[config.mk]
export PLATFORM = sky130hd
export DESIGN_NAME = start_validator
export DESIGN_NICKNAME = d
export VERILOG_FILES = /design/src/rtl/start_validator_pkg.sv /design/src/rtl/bank_region_decode.sv /design/src/rtl/cache_window_check.sv /design/src/rtl/step_len_decode.sv /design/src/rtl/start_validator.sv
export SDC_FILE = /design/constraint.sdc
export NUM_CORES = 1
export LEC_CHECK = 0
export BUFFER_PORTS_ARGS = -buffer_cell sky130_fd_sc_hd__buf_4
export CORE_ASPECT_RATIO = 0.9
export CORE_MARGIN = 3
export CORE_UTILIZATION = 45
export CTS_BUF_LIST = sky130_fd_sc_hd__clkbuf_2
export CTS_CLUSTER_SIZE = 16
export DETAILED_ROUTE_END_ITERATION = 10
export PLACE_DENSITY = 0.8
export SETUP_SLACK_MARGIN = 0.2
export SLEW_MARGIN = 10
export SYNTH_ARGS = -nofsm -noshare
export SYNTH_HDL_FRONTEND = slang
export SYNTH_SLANG_ARGS = --single-unit
[constraint.sdc]
create_clock -name clk_i -period 1.8 [get_ports clk_i]
set_input_delay 0.09 -clock clk_i [delete_from_list [all_inputs] [get_ports clk_i]]
set_output_delay 0.09 -clock clk_i [all_outputs]
set_load 0.01 [all_outputs]
[src/rtl/start_validator_pkg.sv]
package start_validator_pkg;
  typedef enum logic [1:0] {
    REG_HOLE = 2'd0,
    REG_RAM  = 2'd1,
    REG_ROM  = 2'd2
  } region_e;

  localparam int unsigned BANK_W     = 8;
  localparam int unsigned ADDR_W     = 16;
  localparam int unsigned OP_W       = 8;
  localparam int unsigned WIN_BYTES  = 512;
endpackage

[src/rtl/bank_region_decode.sv]
module bank_region_decode
  import start_validator_pkg::*;
#(
  parameter int unsigned BW          = BANK_W,
  parameter int unsigned AW          = ADDR_W,
  parameter logic [BW-1:0] LOW_BANK_TOP = 8'h40,
  parameter logic [AW-1:0] LOW_PC_TOP   = 16'h8000,
  parameter logic [BW-1:0] HOLE_LO      = 8'h60,
  parameter logic [BW-1:0] HOLE_HI      = 8'h6F,
  parameter logic [BW-1:0] RAM_LO       = 8'h70,
  parameter logic [BW-1:0] RAM_HI       = 8'h73
) (
  input  logic [BW-1:0] bank_i,
  input  logic [AW-1:0] pc_i,
  output region_e       region_o
);
  logic low_hole, mid_hole, high_hole, in_ram;

  always_comb begin
    low_hole  = (bank_i < LOW_BANK_TOP) && (pc_i < LOW_PC_TOP);
    mid_hole  = (bank_i >= HOLE_LO) && (bank_i <= HOLE_HI);
    high_hole = (bank_i > RAM_HI);
    in_ram    = (bank_i >= RAM_LO) && (bank_i <= RAM_HI);
    if (low_hole || mid_hole || high_hole) region_o = REG_HOLE;
    else if (in_ram)                       region_o = REG_RAM;
    else                                   region_o = REG_ROM;
  end
endmodule

[src/rtl/cache_window_check.sv]
module cache_window_check #(
  parameter int unsigned AW    = 16,
  parameter int unsigned BYTES = 512
) (
  input  logic          act_i,
  input  logic [AW-1:0] base_i,
  input  logic [AW-1:0] pc_i,
  output logic          hit_o
);
  localparam int unsigned EW = AW + 1;
  localparam logic [EW-1:0] SPAN = EW'(BYTES);

  logic [EW-1:0] lo_x, hi_x, pc_x;

  always_comb begin
    lo_x  = {1'b0, base_i};
    hi_x  = lo_x + SPAN;          // extra bit: no false wrap near top
    pc_x  = {1'b0, pc_i};
    hit_o = act_i && (pc_x >= lo_x) && (pc_x < hi_x);
  end
endmodule

[src/rtl/step_len_decode.sv]
module step_len_decode #(
  parameter int unsigned AW = 16,
  parameter int unsigned OW = 8
) (
  input  logic [OW-1:0] op_i,
  input  logic [AW-1:0] pc_i,
  output logic [AW-1:0] tgt_o
);
  logic [1:0] len;

  always_comb begin
    if (op_i >= OW'(8'hF0))
      len = 2'd3;
    else if ((op_i >= OW'(8'h05) && op_i <= OW'(8'h0F)) ||
             (op_i >= OW'(8'hA0) && op_i <= OW'(8'hAF)))
      len = 2'd2;
    else
      len = 2'd1;
    tgt_o = pc_i + AW'(len);      // modulo 2^AW
  end
endmodule

[src/rtl/start_validator.sv]
module start_validator
  import start_validator_pkg::*;
#(
  parameter int unsigned BW = BANK_W,
  parameter int unsigned AW = ADDR_W,
  parameter int unsigned OW = OP_W,
  parameter int unsigned WB = WIN_BYTES
) (
  input  logic          clk_i,
  input  logic          rst_ni,
  input  logic          start_i,
  input  logic [BW-1:0] bank_i,
  input  logic [AW-1:0] pc_i,
  input  logic          rom_en_i,
  input  logic          ram_en_i,
  input  logic          cache_act_i,
  input  logic [AW-1:0] cache_base_i,
  input  logic [OW-1:0] opcode_i,
  output logic          done_o,
  output logic          allow_o,
  output logic          clr_go_o,
  output logic [AW-1:0] step_tgt_o
);
  region_e       region;
  logic          cache_hit;
  logic [AW-1:0] tgt_d;
  logic          ok_d;

  bank_region_decode #(.BW(BW), .AW(AW)) u_region (
    .bank_i  (bank_i),
    .pc_i    (pc_i),
    .region_o(region)
  );

  cache_window_check #(.AW(AW), .BYTES(WB)) u_cache (
    .act_i (cache_act_i),
    .base_i(cache_base_i),
    .pc_i  (pc_i),
    .hit_o (cache_hit)
  );

  step_len_decode #(.AW(AW), .OW(OW)) u_step (
    .op_i (opcode_i),
    .pc_i (pc_i),
    .tgt_o(tgt_d)
  );

  always_comb begin
    unique case (region)
      REG_RAM: ok_d = ram_en_i;
      REG_ROM: ok_d = rom_en_i;
      default: ok_d = 1'b0;
    endcase
    if (cache_hit) ok_d = 1'b1;   // cache window wins
  end

  always_ff @(posedge clk_i or negedge rst_ni) begin
    if (!rst_ni) begin
      done_o     <= 1'b0;
      clr_go_o   <= 1'b0;
      allow_o    <= 1'b0;
      step_tgt_o <= '0;
    end else begin
      done_o   <= start_i;
      clr_go_o <= start_i && !ok_d;
      if (start_i) begin
        allow_o    <= ok_d;
        step_tgt_o <= tgt_d;
      end
    end
  end

  assert_done_follows_start_R7: assert property (@(posedge clk_i) disable iff (!rst_ni)
    start_i |=> done_o);
  assert_done_one_cycle_R7: assert property (@(posedge clk_i) disable iff (!rst_ni)
    !start_i |=> !done_o);
  assert_clr_on_reject_R8: assert property (@(posedge clk_i) disable iff (!rst_ni)
    clr_go_o |-> (done_o && !allow_o));
  assert_no_clr_on_allow_R8: assert property (@(posedge clk_i) disable iff (!rst_ni)
    (done_o && allow_o) |-> !clr_go_o);
  assert_cache_override_R1: assert property (@(posedge clk_i) disable iff (!rst_ni)
    (start_i && cache_hit) |=> allow_o);
  assert_hole_reject_R4: assert property (@(posedge clk_i) disable iff (!rst_ni)
    (start_i && !cache_act_i && (bank_i > BW'(8'h73))) |=> clr_go_o);
  assert_hold_R12: assert property (@(posedge clk_i) disable iff (!rst_ni)
    !start_i |=> ($stable(allow_o) && $stable(step_tgt_o)));
  assert_step_range_R9: assert property (@(posedge clk_i) disable iff (!rst_ni)
    start_i |=> ((step_tgt_o - $past(pc_i)) >= AW'(1) && (step_tgt_o - $past(pc_i)) <= AW'(3)));
endmodule

==> impl_metrics.json <==
{
  "gp_congestion": 0.813,
  "ant_nets": 0,
  "grt_max_degree": 34,
  "grt_pass1_vias": 1738,
  "grtUsageTotal_pct": 19.9,
  "fmax_mhz": 642,
  "relSlewSlack_pct": 79.7,
  "rsz0062_at_grt": "true",
  "syn-instance-count": 204,
  "fp.coreArea_mm2": 0.00358,
  "vias_per_cell": 5.45,
  "finalHoldViolCount": 0,
  "gr-total-overflow": 0,
  "holdPathStages": 1,
  "total_power_mw": 1.22,
  "row_count": 20,
  "cts_buffer_depth": 2,
  "synth_edf_count": 0,
  "synth_cell_type_count": 38,
  "powerDensity_mw_per_mm2": 489,
  "p_leak_nw": 1.22,
  "post-place-ws_ns": -0.156,
  "syn_nets": 285,
  "cts_sinks": 19,
  "outcome": "completed",
  "fin_util_pct": 69.8,
  "worstSetupPathType": "in2reg",
  "synth_area_per_cell_um2": 8.68,
  "dp_hpwl_um": 3900,
  "tightestPinTransition_ns": 0.305,
  "finalCritPeriodShare_pct": 86.6,
  "timing.critical_path.from_type": "input port",
  "drt-pass1-iter-count": 4,
  "slew_viol_final": 0,
  "dr_wl_met3_um": 187,
  "layout-drive-gt1-share_pct": 34.7,
  "setup_viol": 0,
  "path_max_fanout": 3,
  "ys_ff_latch": 19,
  "wirelength_met1_um": 2170,
  "nNetsFinal": 367,
  "synthFlopType": "dfrtp_1",
  "min_period_ns": 1.56,
  "synth_async_sr_flop_share_pct": 100,
  "synth-seq-area-share_pct": 26.8,
  "yosysWarnings": 0,
  "cts_tree": "yes",
  "hp-class": "in2reg",
  "worstPathRequired_ns": 2.03,
  "wire_per_inst_um": 14.1,
  "drc_errors": 0,
  "cap_violations": 0,
  "htree_levels": 1,
  "final.setup.tns_ns": 0,
  "die_h_um": 65.5,
  "antenna_found_initial": 0,
  "wirelength_um": 4650,
  "ioPinCount": 73,
  "grt_pass1_wl_um": 7650,
  "port-buffer-count": 70,
  "insertedDiodeCount": 0,
  "highest_layer": "met4",
  "num_vias": 1792,
  "cts_root_buf": "clkbuf_2",
  "skew_ns": 0,
  "clk_latency_ns": 0.32,
  "met2_length_um": 2250,
  "start_util_pct": 49.5,
  "first_iter_violations": 62,
  "arrival_ns": 1.79,
  "max-vdd-ir-drop_mv": 0.221,
  "setup_slack_ns": 0.241,
  "syn2layout_area_growth_pct": 40.9,
  "die_area_mm2": 0.00473,
  "die_width_um": 72.1,
  "r2r_cells": 1,
  "syn_area_mm2": 0.00177,
  "endpoint_kind": "flip-flop",
  "cts_made_buffers": 3,
  "path_clk_slew_ns": 0.19
}
==> state kept, by name, indices dropped and copies added (netlist names) <==
name        count
allow_o         1
clr_go_o        1
done_o          1
step_tgt_o     16
==> worst max-delay path: stages <==
cell and delay (ns):
buf_4 0.11, nor2_1 0.13, o21ai_2 0.07, or3_1 0.33, o21ai_2 0.10, ha_1 0.18
a21o_1 0.12, nor4b_4 0.25, nand3_1 0.13, xor2_1 0.19, a21oi_1 0.09
==> power breakdown <==
group	total [mW]	internal [mW]	switching, mW
registers	0.499	0.474	0.0253
logic	0.533	0.277	0.256
clock network	0.187	0.0503	0.137
total	1.22	0.801	0.419
==> per-layer routing <==
layer | up-vias | GRT usage, %
li1 | 898 | -
met1 | 845 | 27.3
met2 | 44 | 33.6
met3 | 5 | 1.22
met4 | 0 | 5.63
met5 | - | 0
==> worst paths after layout <==
| kind | endpoint | slack (ns) | startpoint |
|---|---|---|---|
| setup reg to reg | step_tgt_o[0] | 1.04 | step_tgt_o[0] |
| setup / recovery | step_tgt_o[15] | 0.24 | opcode_i[7] |
| hold reg to reg | step_tgt_o[1] | 0.54 | step_tgt_o[1] |
| max in group asynchronous | step_tgt_o[0] | 1.44 | rst_ni |
| hold / removal | done_o | 0.05 | start_i |
| min in group asynchronous | step_tgt_o[13] | 0.15 | rst_ni |
==> repair_timing <==
action | CTS | global route
buffers inserted | 1 | 0
endpoints found under the hold margin | 19 | 0
pin swaps | 0 | 8
resized for setup | 0 | 8
endpoints found under the setup margin | 2 | 8
hold buffers | 1 | 0
==> cell usage in the layout, fill, tap and decap left out, drive strengths merged <==
cell type	n
a211oi	2
o221ai	1
buf	79
o2111a	1
a2111o	1
a21o	6
o311a	1
dlygate4sd3	1
nand4	6
and3	2
inv	19
fa	1
nor3	4
a31oi	1
nor4b	1
o21ai	7
clkbuf	3
nor4	1
or3	1
a41oi	1
clkinv	1
o2111ai	2
o211ai	1
mux2	2
nor4bb	1
o21a	2
nand3	13
ha	26
xor2	9
and4	1
nand2	10
dfrtp	19
and4b	1
a211o	1
nor2	21
nand4b	1
nand2b	3
xnor2	11
a21oi	21
==> Yosys cell counts, drive strengths merged (2+ instances only) <==
| cell type | n | area share (%) |
|---|---|---|
| a211oi | 2 | 0.85 |
| a21o | 6 | 2.5 |
| a21oi | 21 | 5.9 |
| and3 | 2 | 0.71 |
| clkbuf | 3 | 0.64 |
| dfrtp | 19 | 27 |
| ha | 26 | 18 |
| inv | 19 | 4.0 |
| mux2 | 2 | 1.3 |
| nand2 | 10 | 2.1 |
| nand2b | 3 | 1.1 |
| nand3 | 13 | 3.7 |
| nand4 | 6 | 3.3 |
| nor2 | 21 | 4.4 |
| nor3 | 4 | 1.1 |
| o2111ai | 2 | 0.99 |
| o21a | 2 | 0.85 |
| o21ai | 7 | 2.0 |
| xnor2 | 11 | 5.4 |
| xor2 | 9 | 4.4 |
==> through the flow <==
step | cells | hold slack [ns] | cell area [um^2]
after CTS | 329 | 0.0493 | 2450
after global routing | 329 | 0.0517 | 2500
final | 329 | 0.0549 | 2500
after floorplan | 204 | -0.206 | 1790
after global placement | 323 | -0.0267 | 2420
after detailed placement | 323 | -0.0259 | 2420
==> cell type report <==
type | instances | area (um^2)
clock inverters | 1 | 5.00
flip-flops and latches | 19 | 475
inverters | 19 | 71.3
fillers | 303 | 1080
repair buffers | 80 | 611
multi-input cells | 163 | 1260
well taps | 44 | 55.1
clock buffers | 3 | 15.0
==> logic make-up (layout without fill, tap and decap cells) <==
group / Yosys count / count (layout) / share of synthesized area [%]
AO/OA/AOI/OAI: 48 / 48 / 17.2
flip-flops: 19 / 19 / 26.8
adder cells (fa/ha/maj): 27 / 27 / 19.5
XOR/XNOR: 20 / 20 / 9.89
AND/OR/NAND/NOR: 66 / 66 / 20.6
buffers and inverters: 22 / 103 / 4.66
multiplexers: 2 / 2 / 1.27
(Power assumes the default switching activity.)
